## config.mk

```make
export PLATFORM = sky130hd
export DESIGN_NAME = txd_engine
export DESIGN_NICKNAME = d
export VERILOG_FILES = /design/src/rtl/txd_pkg.sv /design/src/rtl/txd_nextptr.sv /design/src/rtl/txd_inflight.sv /design/src/rtl/txd_engine.sv
export SDC_FILE = /design/constraint.sdc
export NUM_CORES = 1
export LEC_CHECK = 0
export BUFFER_PORTS_ARGS = -buffer_cell sky130_fd_sc_hd__buf_2
export CORE_MARGIN = 4
export CORE_UTILIZATION = 55
export DETAILED_ROUTE_END_ITERATION = 6
export GPL_TIMING_DRIVEN = 0
export HOLD_SLACK_MARGIN = 0.05
export PLACE_DENSITY_LB_ADDON = 0.12
export SLEW_MARGIN = 30
export SYNTH_ARGS = -nofsm -noshare
export SYNTH_HDL_FRONTEND = slang
export SYNTH_HIERARCHICAL = 1
export SYNTH_SLANG_ARGS = --single-unit
```

## constraint.sdc

```tcl
create_clock -name clk -period 5.4 [get_ports clk]
set_input_delay 0.81 -clock clk [delete_from_list [all_inputs] [get_ports clk]]
set_output_delay 0.81 -clock clk [all_outputs]
set_load 0.02 [all_outputs]
```

## src/rtl/txd_pkg.sv

```systemverilog
package txd_pkg;
    localparam int WORD_W     = 32;
    localparam int DESC_WORDS = 4;
    localparam int OWN_BIT    = 31;
    localparam int SOF_BIT    = 30;
    localparam int EOF_BIT    = 29;
    localparam int EOR_BIT    = 25;
    localparam int LNK_BIT    = 24;

    typedef enum logic [3:0] {
        S_IDLE, S_NEXT, S_FETCH, S_CHECK, S_COPY,
        S_CLOSE, S_STAT1, S_STAT2, S_SUSP
    } state_t;

    typedef struct packed {
        logic sof;
        logic eof;
        logic eor;
        logic lnk;
    } ctl_t;
endpackage

```

## src/rtl/txd_nextptr.sv

```systemverilog
module txd_nextptr
    import txd_pkg::*;
#(
    parameter int AW = 16
) (
    input  logic [AW-1:0] cur,
    input  logic [AW-1:0] base,
    input  logic [AW-1:0] link,
    input  ctl_t          ctl,
    output logic [AW-1:0] nxt
);
    always_comb begin
        if (ctl.lnk)      nxt = link;
        else if (ctl.eor) nxt = base;
        else              nxt = cur + AW'(DESC_WORDS);
    end
endmodule

```

## src/rtl/txd_inflight.sv

```systemverilog
module txd_inflight #(
    parameter int AW    = 16,
    parameter int SLOTS = 2
) (
    input  logic          clk,
    input  logic          rst_n,
    input  logic          push,
    input  logic [AW-1:0] push_addr,
    input  logic          pop,
    output logic [AW-1:0] head,
    output logic [$clog2(SLOTS+1)-1:0] count,
    output logic          full
);
    localparam int CW = $clog2(SLOTS+1);

    logic [AW-1:0] slot_q [SLOTS];
    logic [CW-1:0] cnt_q;
    logic [CW-1:0] wr_idx;

    assign wr_idx = cnt_q - CW'(pop);
    assign head   = slot_q[0];
    assign count  = cnt_q;
    assign full   = (cnt_q == CW'(SLOTS));

    for (genvar g = 0; g < SLOTS; g++) begin : g_slot
        if (g < SLOTS-1) begin : g_mid
            always_ff @(posedge clk or negedge rst_n) begin
                if (!rst_n)                          slot_q[g] <= '0;
                else if (push && wr_idx == CW'(g))   slot_q[g] <= push_addr;
                else if (pop)                        slot_q[g] <= slot_q[g+1];
            end
        end else begin : g_last
            always_ff @(posedge clk or negedge rst_n) begin
                if (!rst_n)                          slot_q[g] <= '0;
                else if (push && wr_idx == CW'(g))   slot_q[g] <= push_addr;
            end
        end
    end

    always_ff @(posedge clk or negedge rst_n) begin
        if (!rst_n) cnt_q <= '0;
        else        cnt_q <= cnt_q + CW'(push) - CW'(pop);
    end

    a_r9_no_overflow: assert property (@(posedge clk) disable iff (!rst_n)
        push |-> (!full || pop));
    a_r9_cnt_bound: assert property (@(posedge clk) disable iff (!rst_n)
        cnt_q <= CW'(SLOTS));
    a_r10_pop_nonempty: assert property (@(posedge clk) disable iff (!rst_n)
        pop |-> cnt_q != '0);
endmodule

```

## src/rtl/txd_engine.sv

```systemverilog
module txd_engine
    import txd_pkg::*;
#(
    parameter int AW    = 16,
    parameter int LENW  = 11,
    parameter int STATW = 16,
    parameter int SLOTS = 2
) (
    input  logic              clk,
    input  logic              rst_n,
    input  logic              run,
    input  logic [AW-1:0]     list_base,
    input  logic              poll_demand,
    output logic              mem_req,
    output logic              mem_we,
    output logic [AW-1:0]     mem_addr,
    output logic [WORD_W-1:0] mem_wdata,
    input  logic              mem_gnt,
    input  logic [WORD_W-1:0] mem_rdata,
    input  logic              fifo_full,
    output logic              fifo_wr,
    output logic [WORD_W-1:0] fifo_data,
    output logic              fifo_sof,
    output logic              fifo_eof,
    input  logic              tx_done,
    input  logic [STATW-1:0]  tx_status,
    output logic              irq,
    output logic              irq_cause_err
);
    localparam int CW   = $clog2(SLOTS+1);
    localparam int PADW = WORD_W - 1 - STATW;

    state_t st, st_nx;
    logic [AW-1:0]    cur_q, base_q, buf_q, link_q, nxt_ptr, head;
    logic [1:0]       widx_q;
    ctl_t             ctl_q;
    logic [LENW-1:0]  len_q, left_q;
    logic             in_frame_q, first_q, done_pend_q, ret_susp_q, cause_q;
    logic [STATW-1:0] stat_q;
    logic [CW-1:0]    cnt;
    logic             full, acc, last_word, chk_err, push, pop, stat_due;

    assign acc       = mem_req && mem_gnt;
    assign last_word = (left_q == LENW'(1));
    assign chk_err   = (!in_frame_q && !ctl_q.sof) || (in_frame_q && ctl_q.sof)
                       || (len_q == '0);
    assign stat_due  = done_pend_q && (cnt != '0);
    assign push      = (st == S_COPY) && acc && last_word && ctl_q.eof;
    assign pop       = (st == S_STAT2) && acc;

    txd_nextptr #(.AW(AW)) u_nextptr (
        .cur(cur_q), .base(base_q), .link(link_q), .ctl(ctl_q), .nxt(nxt_ptr));

    txd_inflight #(.AW(AW), .SLOTS(SLOTS)) u_inflight (
        .clk(clk), .rst_n(rst_n), .push(push), .push_addr(cur_q), .pop(pop),
        .head(head), .count(cnt), .full(full));

    // state register
    always_ff @(posedge clk or negedge rst_n) begin
        if (!rst_n) st <= S_IDLE;
        else        st <= st_nx;
    end

    // next state
    always_comb begin
        st_nx = st;
        unique case (st)
            S_IDLE:  if (run) st_nx = S_NEXT;
            S_NEXT:  if (stat_due)   st_nx = S_STAT1;
                     else if (!full) st_nx = S_FETCH;
            S_FETCH: if (acc) begin
                         if (widx_q == 2'd0 && !mem_rdata[OWN_BIT]) st_nx = S_SUSP;
                         else if (widx_q == 2'd3)                   st_nx = S_CHECK;
                     end
            S_CHECK: st_nx = chk_err ? S_SUSP : S_COPY;
            S_COPY:  if (acc && last_word) st_nx = ctl_q.eof ? S_NEXT : S_CLOSE;
            S_CLOSE: if (acc) st_nx = S_NEXT;
            S_STAT1: if (acc) st_nx = S_STAT2;
            S_STAT2: if (acc) st_nx = ret_susp_q ? S_SUSP : S_NEXT;
            S_SUSP:  if (stat_due)         st_nx = S_STAT1;
                     else if (poll_demand) st_nx = S_NEXT;
            default: st_nx = S_IDLE;
        endcase
    end

    // outputs
    always_comb begin
        mem_req   = 1'b0;
        mem_we    = 1'b0;
        mem_addr  = cur_q;
        mem_wdata = '0;
        unique case (st)
            S_FETCH: begin mem_req = 1'b1; mem_addr = cur_q + AW'(widx_q); end
            S_COPY:  begin mem_req = !fifo_full; mem_addr = buf_q; end
            S_CLOSE: begin mem_req = 1'b1; mem_we = 1'b1; end
            S_STAT1: begin mem_req = 1'b1; mem_we = 1'b1; mem_addr = head;
                           mem_wdata = {1'b1, {PADW{1'b0}}, stat_q}; end
            S_STAT2: begin mem_req = 1'b1; mem_we = 1'b1; mem_addr = head;
                           mem_wdata = {1'b0, {PADW{1'b0}}, stat_q}; end
            default: ;
        endcase
        fifo_wr       = (st == S_COPY) && acc;
        fifo_data     = mem_rdata;
        fifo_sof      = fifo_wr && first_q;
        fifo_eof      = fifo_wr && last_word && ctl_q.eof;
        irq           = (st == S_SUSP);
        irq_cause_err = cause_q;
    end

    // datapath
    always_ff @(posedge clk or negedge rst_n) begin
        if (!rst_n) begin
            cur_q <= '0; base_q <= '0; buf_q <= '0; link_q <= '0;
            widx_q <= '0; ctl_q <= '0; len_q <= '0; left_q <= '0;
            in_frame_q <= 1'b0; first_q <= 1'b0; done_pend_q <= 1'b0;
            ret_susp_q <= 1'b0; cause_q <= 1'b0; stat_q <= '0;
        end else begin
            case (st)
                S_IDLE: if (run) begin
                    cur_q <= list_base; base_q <= list_base; in_frame_q <= 1'b0;
                end
                S_NEXT: begin
                    widx_q <= '0;
                    ret_susp_q <= 1'b0;
                    if (done_pend_q && cnt == '0) done_pend_q <= 1'b0;
                end
                S_FETCH: if (acc) begin
                    widx_q <= widx_q + 2'd1;
                    case (widx_q)
                        2'd0: cause_q <= 1'b0;
                        2'd1: begin
                            ctl_q <= '{sof: mem_rdata[SOF_BIT], eof: mem_rdata[EOF_BIT],
                                       eor: mem_rdata[EOR_BIT], lnk: mem_rdata[LNK_BIT]};
                            len_q <= mem_rdata[LENW-1:0];
                        end
                        2'd2: buf_q  <= mem_rdata[AW-1:0];
                        default: link_q <= mem_rdata[AW-1:0];
                    endcase
                end
                S_CHECK: if (chk_err) begin
                    cause_q <= 1'b1; in_frame_q <= 1'b0;
                end else begin
                    in_frame_q <= 1'b1; left_q <= len_q; first_q <= ctl_q.sof;
                end
                S_COPY: if (acc) begin
                    buf_q <= buf_q + AW'(1);
                    left_q <= left_q - LENW'(1);
                    first_q <= 1'b0;
                    if (last_word && ctl_q.eof) begin
                        in_frame_q <= 1'b0; cur_q <= nxt_ptr;
                    end
                end
                S_CLOSE: if (acc) cur_q <= nxt_ptr;
                S_STAT2: if (acc) done_pend_q <= 1'b0;
                S_SUSP: begin
                    widx_q <= '0;
                    ret_susp_q <= 1'b1;
                    if (done_pend_q && cnt == '0) done_pend_q <= 1'b0;
                end
                default: ;
            endcase
            if (tx_done) begin
                done_pend_q <= 1'b1;
                stat_q <= tx_status;
            end
        end
    end

    a_r10_own_order: assert property (@(posedge clk) disable iff (!rst_n)
        (acc && mem_we && mem_wdata[OWN_BIT]) |=>
        (mem_req && mem_we && !mem_wdata[OWN_BIT] && mem_addr == $past(mem_addr)
         && mem_wdata[STATW-1:0] == $past(mem_wdata[STATW-1:0])));
    a_r12_full_no_push: assert property (@(posedge clk) disable iff (!rst_n)
        fifo_wr |-> !fifo_full);
    a_r4_marks_on_push: assert property (@(posedge clk) disable iff (!rst_n)
        (fifo_sof || fifo_eof) |-> fifo_wr);
    a_r3_own_suspend: assert property (@(posedge clk) disable iff (!rst_n)
        ($rose(irq) && !irq_cause_err && !$past(mem_we)) |->
        $past(mem_req && mem_gnt && !mem_rdata[OWN_BIT]));
endmodule

```

# Yosys cells after proc, flatten, opt, wreduce, memory -nomap -nowiden
# Index checks and enable logic that the tools add are counted.
# op_classes
n_addsub	8
eq_ne	31
muxes	54
bitwise_logic	1
reduce_logical	52
# op_table
op	count
two-way mux 16 bit	11
case mux 16 bit (3 select lines)	2
case mux 32 bit (2 select lines)	1
two-way mux 4 bit	14
case mux 4 bit (9 select lines)	1
case mux 16 bit (2 select lines)	1
two-way mux 11 bit	2
case mux 11 bit (2 select lines)	1
!= test 2 bit, second input constant	9
adder 16 x 1 -> 16 bit, second input constant	1
adder 16 x 2 -> 16 bit	1
adder 16 x 3 -> 16 bit, second input constant	1
equality test 4 x 3 -> 1 bit, second input constant	4
logical AND 1 bit	15
nonzero test 2 bit	7
two-way mux 1 bit	12
AND reduction 3 bit	4
AND reduction 4 bit	3
equality test 11 x 1 -> 1 bit, second input constant	1
logical NOT 11 bit	1
subtractor 11 x 1 -> 11 bit, second input constant	1
case mux 1 bit (2 select lines)	5
!= test 3 bit, second input constant	3
AND reduction 9 bit	1
26 further kinds	44
# word_totals
regBits	151
out_inout_bits	87
word_cells	167

# Depth between registers and ports, before layout
# Gate-level depths: netlist of run 1.
# logic_depth
ltp_word	9
depth_mapped	10
depth_no_buf	8

# By module
# Netlist of run 1, hierarchy kept.
# modules_own_cells
mod	instances	cells_per_inst	area_per_inst_um2
txd_engine	1	704	6993.0
txd_inflight	1	129	1614.0
txd_nextptr	1	80	519.2

# Least setup slack after synthesis of run 1
# No wires, ideal clock.
# synth_path
path_kind	reg2out
startpoint	reg st[0]
endpoint	out mem_addr[11]
t_arrival_ps	2309
t_required_ps	4590
setup_slack_ps	2281
stages_incl_launch_ff	6
n_path_buf	3
cell_sequence	dfrtp_1 buf_2 or4b_4 buf_2 buf_2 o311ai_0
# synth_between
elab_chain_cells	3
word_cells_on_any_way	6
# synth_rtl
element	line	text
start: declaration	txd_engine.sv:33	state_t st, st_nx;
start signal: assignment	txd_engine.sv:61	else st <= st_nx;
equality test 4 x 3 -> 1 bit	txd_engine.sv:92	unique case (st)
OR reduction 2 bit (no source line)	-	
case mux 16 bit (3 select lines) (*)	txd_engine.sv:92	
end: declaration	txd_engine.sv:16	output logic [AW-1:0] mem_addr,
# Mark *: on every way between the ends. The rest lies on a longest branch, timed or not.

# Worst setup path after layout of run 1
# layout_path
startpoint	reg widx_q[0]
endpoint	out mem_addr[10]
# layout_between
elab_chain_cells	2
# layout_rtl
element	line	text
start: declaration	txd_engine.sv:35	logic [1:0] widx_q;
start signal: assignment	txd_engine.sv:128	widx_q <= widx_q + 2'd1;
adder 16 x 2 -> 16 bit	txd_engine.sv:93	S_FETCH: begin mem_req = 1'b1; mem_addr = cur_q + AW'(widx_q); end
case mux 16 bit (3 select lines)	txd_engine.sv:92	
# No other way between the ends.

==> results.md, run 1 <==
* Ranking of synthesized cells by area: dfrtp_1 (41%), mux2_2 (8.8%), buf_4 (5.5%)
* Area leader, netlist: dfrtp_1
* Share of cells above drive strength 1 at 33.9%
* Crit Path Class: flip-flop to primary output
* FF-to-FF End: u_inflight/head[7]$_DFFE_PN0P_
* RSZ-0062 raised after global routing: false
* Fin Clk Skew at 0.0112 ns
* Routed vias at 7713
* Hold-fix buffers at CTS at 0
* Top_reg_cell synth: dfrtp_1
* GRT Util Overall at 28.0%
* Residual DRC at 0
* Async SR Flop Fraction at 100%
* Longest Clk Path Bufs at 2
* DRT Wirelength at 25.8 mm
* Leak pwr at 5.06 nW
* Sequential-to-total area share from yosys stat at 41.4%
* TritonCTS buffer count at 17
* Root Buffer: clkbuf_16
* Initial Util at 56.8%
* Worst path max stage delay at 0.80 ns
* Vias per cell at 5.90
* Floorplan core area at 0.0161 mm^2
* Reg2Reg Depth at 9
* Fin worst setup slack at 1.29 ns
* Critical path arrival at 3.30 ns
* Switching portion of total power at 43.0%
* Place WS at 1.81 ns
* Cell chain of the critical path: ha_1 -> inv_1 -> fa_1 -> nand3b_1 -> nor3_1 -> a31oi_1 -> o21ai_0 -> o211ai_1 -> buf_2
* Synthesized cell area at 0.00913 mm^2
* H-Tree Depth at 4
* Warnings, synthesis at 6
* Placer Congestion at 0.949
* Count of cell types in the netlist at 86
* First-pass GRT wire length at 40.0 mm
* Commonest cells post-synth: dfrtp_1 (151), a21oi_1 (82), mux2_2 (71), buf_4 (67), nor2_1 (55)
* I/O Buffers at 130
* Grt total ovfl at 0
* CTS tree: built
* Hold Crit Class: input port to asynchronous set/reset pin
* Logic pwr share at 43.0%
* 1st-iter DRT viols at 674
* Max FO, Critical Path at 8
* Final setup fails at 0
* Drt first pass iters at 5
* Final Core Density at 67.2%
* Rel. slew slack at 36.4%
* Number of synthesized flops with an enable pin at 0
* Max VDD drop at 0.322 mV
* Final non-filler cell total at 1307
* Status: finished, final reports clean
* Top Ports at 158
* DP HPWL at 18.9 mm
* Seq pwr share at 34.1%
* Syn-to-layout area delta at 18.2%
* Syn Area/Cell at 10.0 um^2
* Pint at 3.15 mW
* Yosys top cell area share at 41.4%
* Clock power frac at 22.9%
* Crit path launch type: flip-flop
* Placed cells at 1275
* Vias in the first global route at 7459
* Fin. Hold Viols at 0
* Setup bufs post-CTS at 0
* PD cells at 512 mW/mm^2
* Clk Latency, worst-skew pair at 0.43 ns
* PostCTS Resize Cnt at 0
* Sw power at 2.37 mW
* Clock sinks at 151
* Flops & latches, synth at 151
* Antenna violations before repair at 1
* WL per Instance at 19.7 um
* Rows at 46
* R2r setup slk at 2.42 ns
* Die W at 137 um
* Period utilization at 76.1%
* CTS clk-pin slew, worst paths at 0.07 ns
* Max cap viols at 0
* Die area at 0.0187 mm^2
* FF-to-FF Start: st[2]$_DFFE_PN0P_
* Fmax at 0.243 GHz
* Antenna Cells at 0
* Worst Max-Slew Pin Slew at 0.947 ns
* Die Ht at 137 um
* Fin crit period at 4.11 ns
* Most common cell in the netlist: dfrtp_1
* Net count, final at 1163
* Antenna Nets Post-Route at 0
* Largest net degree at the start of global routing at 68
* Crit path required time at 4.59 ns
* Max Slew Vio Count at 0
* Setup TNS at 0 ns
* Worst path slowest cell: nor3_1
* Post-Synthesis Cells at 913
* CP endpoint kind: primary output
## critical path: cells and delay by family, from the launching register on
kind,cells,cell delay (ns)
AOI/OAI and AO/OA,3,0.53
adders and majority gates,2,0.62
buffers and inverters,2,0.23
DFF,1,0.46
and+or+nand+nor,2,1.02
## state kept, by name, indices dropped and copies added, names as in the netlist
signal / flops
len_q: 11
ret_susp_q: 1
stat_q: 16
st: 4
first_q: 1
irq_cause_err: 1
ctl_q: 4
in_frame_q: 1
widx_q: 2
base_q: 16
done_pend_q: 1
u_inflight/slot_q: 16
u_inflight/head: 16
link_q: 16
left_q: 11
cur_q: 16
u_inflight/count: 2
buf_q: 16
## routing by layer
metal / part of all wire, % / track usage [%] / up-vias
li1: - / - / 3600
met1: 44 / 40.5 / 3713
met2: 47 / 43.2 / 367
met3: 7.6 / 5.00 / 33
met4: 1.7 / 8.65 / 0
met5: 0 / 0 / -
## how the worst max path moves through the flow
stage	startpoint	endpoint	slack, ns	cells after the start
2_1_floorplan	st[0]$_DFFE_PN0P_	mem_addr[11]	2.28	5
3_3_place_gp	rst_n	stat_q[2]$_DFFE_PN0P_	1.20	1
3_5_place_dp	cur_q[0]$_DFFE_PN0P_	mem_addr[10]	1.81	9
4_1_cts	cur_q[0]$_DFFE_PN0P_	mem_addr[10]	1.35	9
5_1_grt	widx_q[0]$_DFFE_PN0P_	mem_addr[14]	1.12	9
6_report	widx_q[0]$_DFFE_PN0P_	mem_addr[10]	1.29	9
## cells by family after synthesis
family          synth area share (%)
other cells                   0.0411
simple gates                    14.8
buf+inv                         8.83
compound gates                  16.1
xor+xnor                        1.71
flops                           41.4
mux                             15.1
fa+ha+maj                       2.11
## stage by stage
step | hold slack (ns) | power [mW] | instance area (um^2)
5_1_grt | 0.278 | 5.86 | 10800
3_3_place_gp | 0.482 | 4.18 | 10100
3_5_place_dp | 0.490 | 4.23 | 10200
2_1_floorplan | 0.471 | 3.47 | 9180
4_1_cts | 0.271 | 5.50 | 10800
6_report | 0.260 | 5.52 | 10800
## cell type report
cell class / count / area (um^2)
clock inverters: 14 / 183
repair buffers: 132 / 716
fillers: 1319 / 5270
flip-flops and latches: 151 / 3780
inverters: 15 / 56.3
well taps: 216 / 270
plain buffers: 115 / 749
clock buffers: 18 / 439
multi-input cells: 646 / 4590
## cells in the final DEF, fill, tap and decap left out, types with 4 or more instances in the layout
cell       synthesis  layout
a21boi_0           4       4
nor2b_1            7       7
a222oi_1           4       4
nand2_1           53      53
nor2_1            55      55
or4_1              5       5
a22oi_1            9       9
and3_1            27      27
nor3_1             7       7
nand2b_1           9       9
dfrtp_1          151     151
clkbuf_16          0      17
buf_4             67      67
xor2_1            11      11
nand4_1           15      15
o22ai_1           12      12
nor4_1             5       5
clkbuf_1          20      20
nand3_1           28      28
o2bb2a_1           4       4
xnor2_1            5       5
a21oi_2           10      10
conb_1             1      15
o21ai_1            4       4
mux2i_1           39      39
inv_6              0       8
o21ai_0           47      47
o211ai_1           8       8
mux2_2            71      71
mux2_4            10      10
and2_1             7       7
inv_1             15      15
a21oi_1           82      82
buf_2             21     150
ha_1              13      13
a31oi_1            9       9
## power by group through the flow
| stage | logic, mW | registers (mW) | clock network (mW) |
|---|---|---|---|
| 2_1_floorplan | 1.74 | 1.74 | 0 |
| 3_3_place_gp | 2.31 | 1.87 | 0 |
| 3_5_place_dp | 2.35 | 1.88 | 0 |
| 4_1_cts | 2.36 | 1.86 | 1.28 |
| 5_1_grt | 2.60 | 1.93 | 1.33 |
| 6_report | 2.38 | 1.88 | 1.26 |
No activity file was read; power rests on OpenSTA's default activity.
==> run 2, diff against run 1 <==
--- a/config.mk
+++ b/config.mk
@@ -7,7 +7,7 @@
 export LEC_CHECK = 0
 export BUFFER_PORTS_ARGS = -buffer_cell sky130_fd_sc_hd__buf_2
 export CORE_MARGIN = 4
-export CORE_UTILIZATION = 55
+export CORE_UTILIZATION = 52
 export DETAILED_ROUTE_END_ITERATION = 6
 export GPL_TIMING_DRIVEN = 0
 export HOLD_SLACK_MARGIN = 0.05
==> constraint.sdc (replaced) <==
create_clock -name clk -period 3.4 [get_ports clk]
set_input_delay 0.51 -clock clk [delete_from_list [all_inputs] [get_ports clk]]
set_output_delay 0.51 -clock clk [all_outputs]
set_load 0.02 [all_outputs]
==> results.md, run 2 (same netlist as run 1, synthesis figures left out) <==
* Worst path max stage delay at 0.55 ns
* Grt total ovfl at 0
* Placed cells at 1284
* Max Slew Vio Count at 0
* I/O Buffers at 130
* Fin. Hold Viols at 0
* Met2 GRT Util at 42.1%
* CTS clk-pin slew, worst paths at 0.06 ns
* Antenna Nets Post-Route at 0
* Status: complete, but fails checks
* TritonCTS buffer count at 17
* RSZ-0062 raised after global routing: false
* Crit path required time at 2.89 ns
* Crit Path Class: flip-flop to primary output
* Critical path arrival at 2.77 ns
* Die area at 0.0197 mm^2
* Reg2Reg Depth at 9
* Final Power at 8.87 mW
* Commonest non-fill, non-tap cell in the layout: buf_2
* Routed vias at 7734
* Placer Congestion at 0.976
* Die Ht at 140 um
* Failing checks: DRC
* CTS tree: built
* Gr busiest metal: met2
* Initial Util at 52.9%
* Top Ports at 158
* Max VDD drop at 0.401 mV
* Most frequent cells in the layout: buf_2 (150), dfrtp_1 (147), a21oi_1 (82), buf_4 (74), mux2_2 (71)
* Clock sinks at 151
* Drt first pass iters at 7
* Delay-heaviest family, CP: buffers and inverters
* Hold Crit Class: input port to flip-flop
* Die W at 140 um
* Fmax at 0.305 GHz
* Longest Clk Path Bufs at 2
* Antenna violations before repair at 0
* Rel. slew slack at 45.6%
* CP endpoint kind: primary output
* Residual DRC at 2
* DP HPWL at 19.0 mm
* Net count, final at 1171
* Largest net degree at the start of global routing at 63
* Fin Clk Skew at 0.0115 ns
* Most used cell, CP: buf_2
* DRT Wirelength at 26.0 mm
* Vias in the first global route at 7592
* Max cap viols at 0
* Leak pwr at 5.10 nW
* Crit path launch type: flip-flop
* Rows at 48
* WL per Instance at 19.6 um
* Critical path depth in cells at 7
* GRT Util Overall at 26.5%
* Cell chain of the critical path: buf_6 -> nor4b_4 -> buf_2 -> buf_2 -> a221oi_1 -> o21ai_0 -> buf_2
* Tightest hold margin at 0.310 ns
* Min-Delay Path Depth at 2
* 1st-iter DRT viols at 575
* Vias per cell at 5.84
* Met1 Use GR at 36.8%
* Global Route met3 Usage at 4.71%
* Syn-to-layout area delta at 19.4%
* Final setup fails at 0
* Period utilization at 96.3%
* H-Tree Depth at 4
* Root Buffer: clkbuf_16
* First-pass GRT wire length at 41.4 mm
* Final non-filler cell total at 1324
* Antenna Cells at 0
* Max FO, Critical Path at 10
* Share of cells above drive strength 1 at 35.0%
* Fin crit period at 3.28 ns
* Worst Max-Slew Pin Slew at 0.816 ns
* PD cells at 814 mW/mm^2
* Clk Latency, worst-skew pair at 0.43 ns
* Worst path slowest cell: nor4b_4
* CP bufs+invs at 4
* Floorplan core area at 0.0172 mm^2
[run 2: cell count changes in the layout (fill, tap and decap cells not counted), sizes merged]
cell	previous run	this run
inv	23	19
buf	226	233
clkinvlp	0	3
clkinv	3	2
bufinv	3	4
clkbuf	39	40
dlygate4sd3	0	1
[run 2: report_power, final]
group / internal [mW] / switching (mW)
Combinational: 1.55 / 2.29
Sequential: 2.29 / 0.694
Clock: 1.26 / 0.789
Total: 5.10 / 3.78
[run 2: repair_timing]
action / 4_1_cts / 5_1_grt
setup endpoints to repair: 6 / 8
hold buffers: 1 / 0
resized for setup: 3 / 10
setup buffers: 0 / 7
pin swaps: 1 / 2
hold endpoints to repair: 31 / 0
[run 2: path summary, 6_finish.rpt]
check                                                      end                    from  slack, ns
max in group asynchronous                    st[2]$_DFFE_PN0P_                   rst_n       2.26
worst max-delay path                               mem_addr[2]       st[3]$_DFFE_PN0P_       0.12
worst min-delay path                     stat_q[9]$_DFFE_PN0P_            tx_status[9]       0.31
worst min register to register          base_q[14]$_DFFE_PN0P_  base_q[14]$_DFFE_PN0P_       0.50
min in group asynchronous                buf_q[13]$_DFFE_PN0P_                   rst_n       0.54
worst max register to register  u_inflight/head[8]$_DFFE_PN0P_       st[2]$_DFFE_PN0P_       0.51
[run 2: cell type report]
class / instances / area [um^2]
buffer: 115 / 752
clock buffer: 19 / 443
clock inverter: 13 / 191
fill: 1498 / 6340
inverter: 15 / 56.3
multi-input combinational: 646 / 4610
sequential: 151 / 3780
tap: 225 / 282
timing repair buffer: 140 / 778
[run 2: metrics by stage]
step	setup WS [ns]	area [um^2]	utilization (%)	TNS [ns]
2_1_floorplan	0.581	9180	-	0
3_3_place_gp	-0.556	10100	58.7	-81.70
3_5_place_dp	0.120	10200	59.0	0
4_1_cts	0.0518	10800	62.8	0
5_1_grt	0.00990	10900	63.2	0
6_report	0.125	10900	63.2	0
[run 2: layer usage]
layer,routed length [um],vias to the layer above
met1,11200,3788
met5,0,-
met4,609,0
met3,1910,47
met2,12200,294
li1,-,3605
[run 2: worst reg2reg max path: stages (launching register included)]
cell      delay (ns)
dfrtp_2         0.45
buf_4           0.20
nor2b_1         0.16
and2_1          0.13
clkbuf_1        0.40
and3_1          0.31
ha_1            0.27
nand3b_1        0.21
clkbuf_1        0.46
a21oi_1         0.13
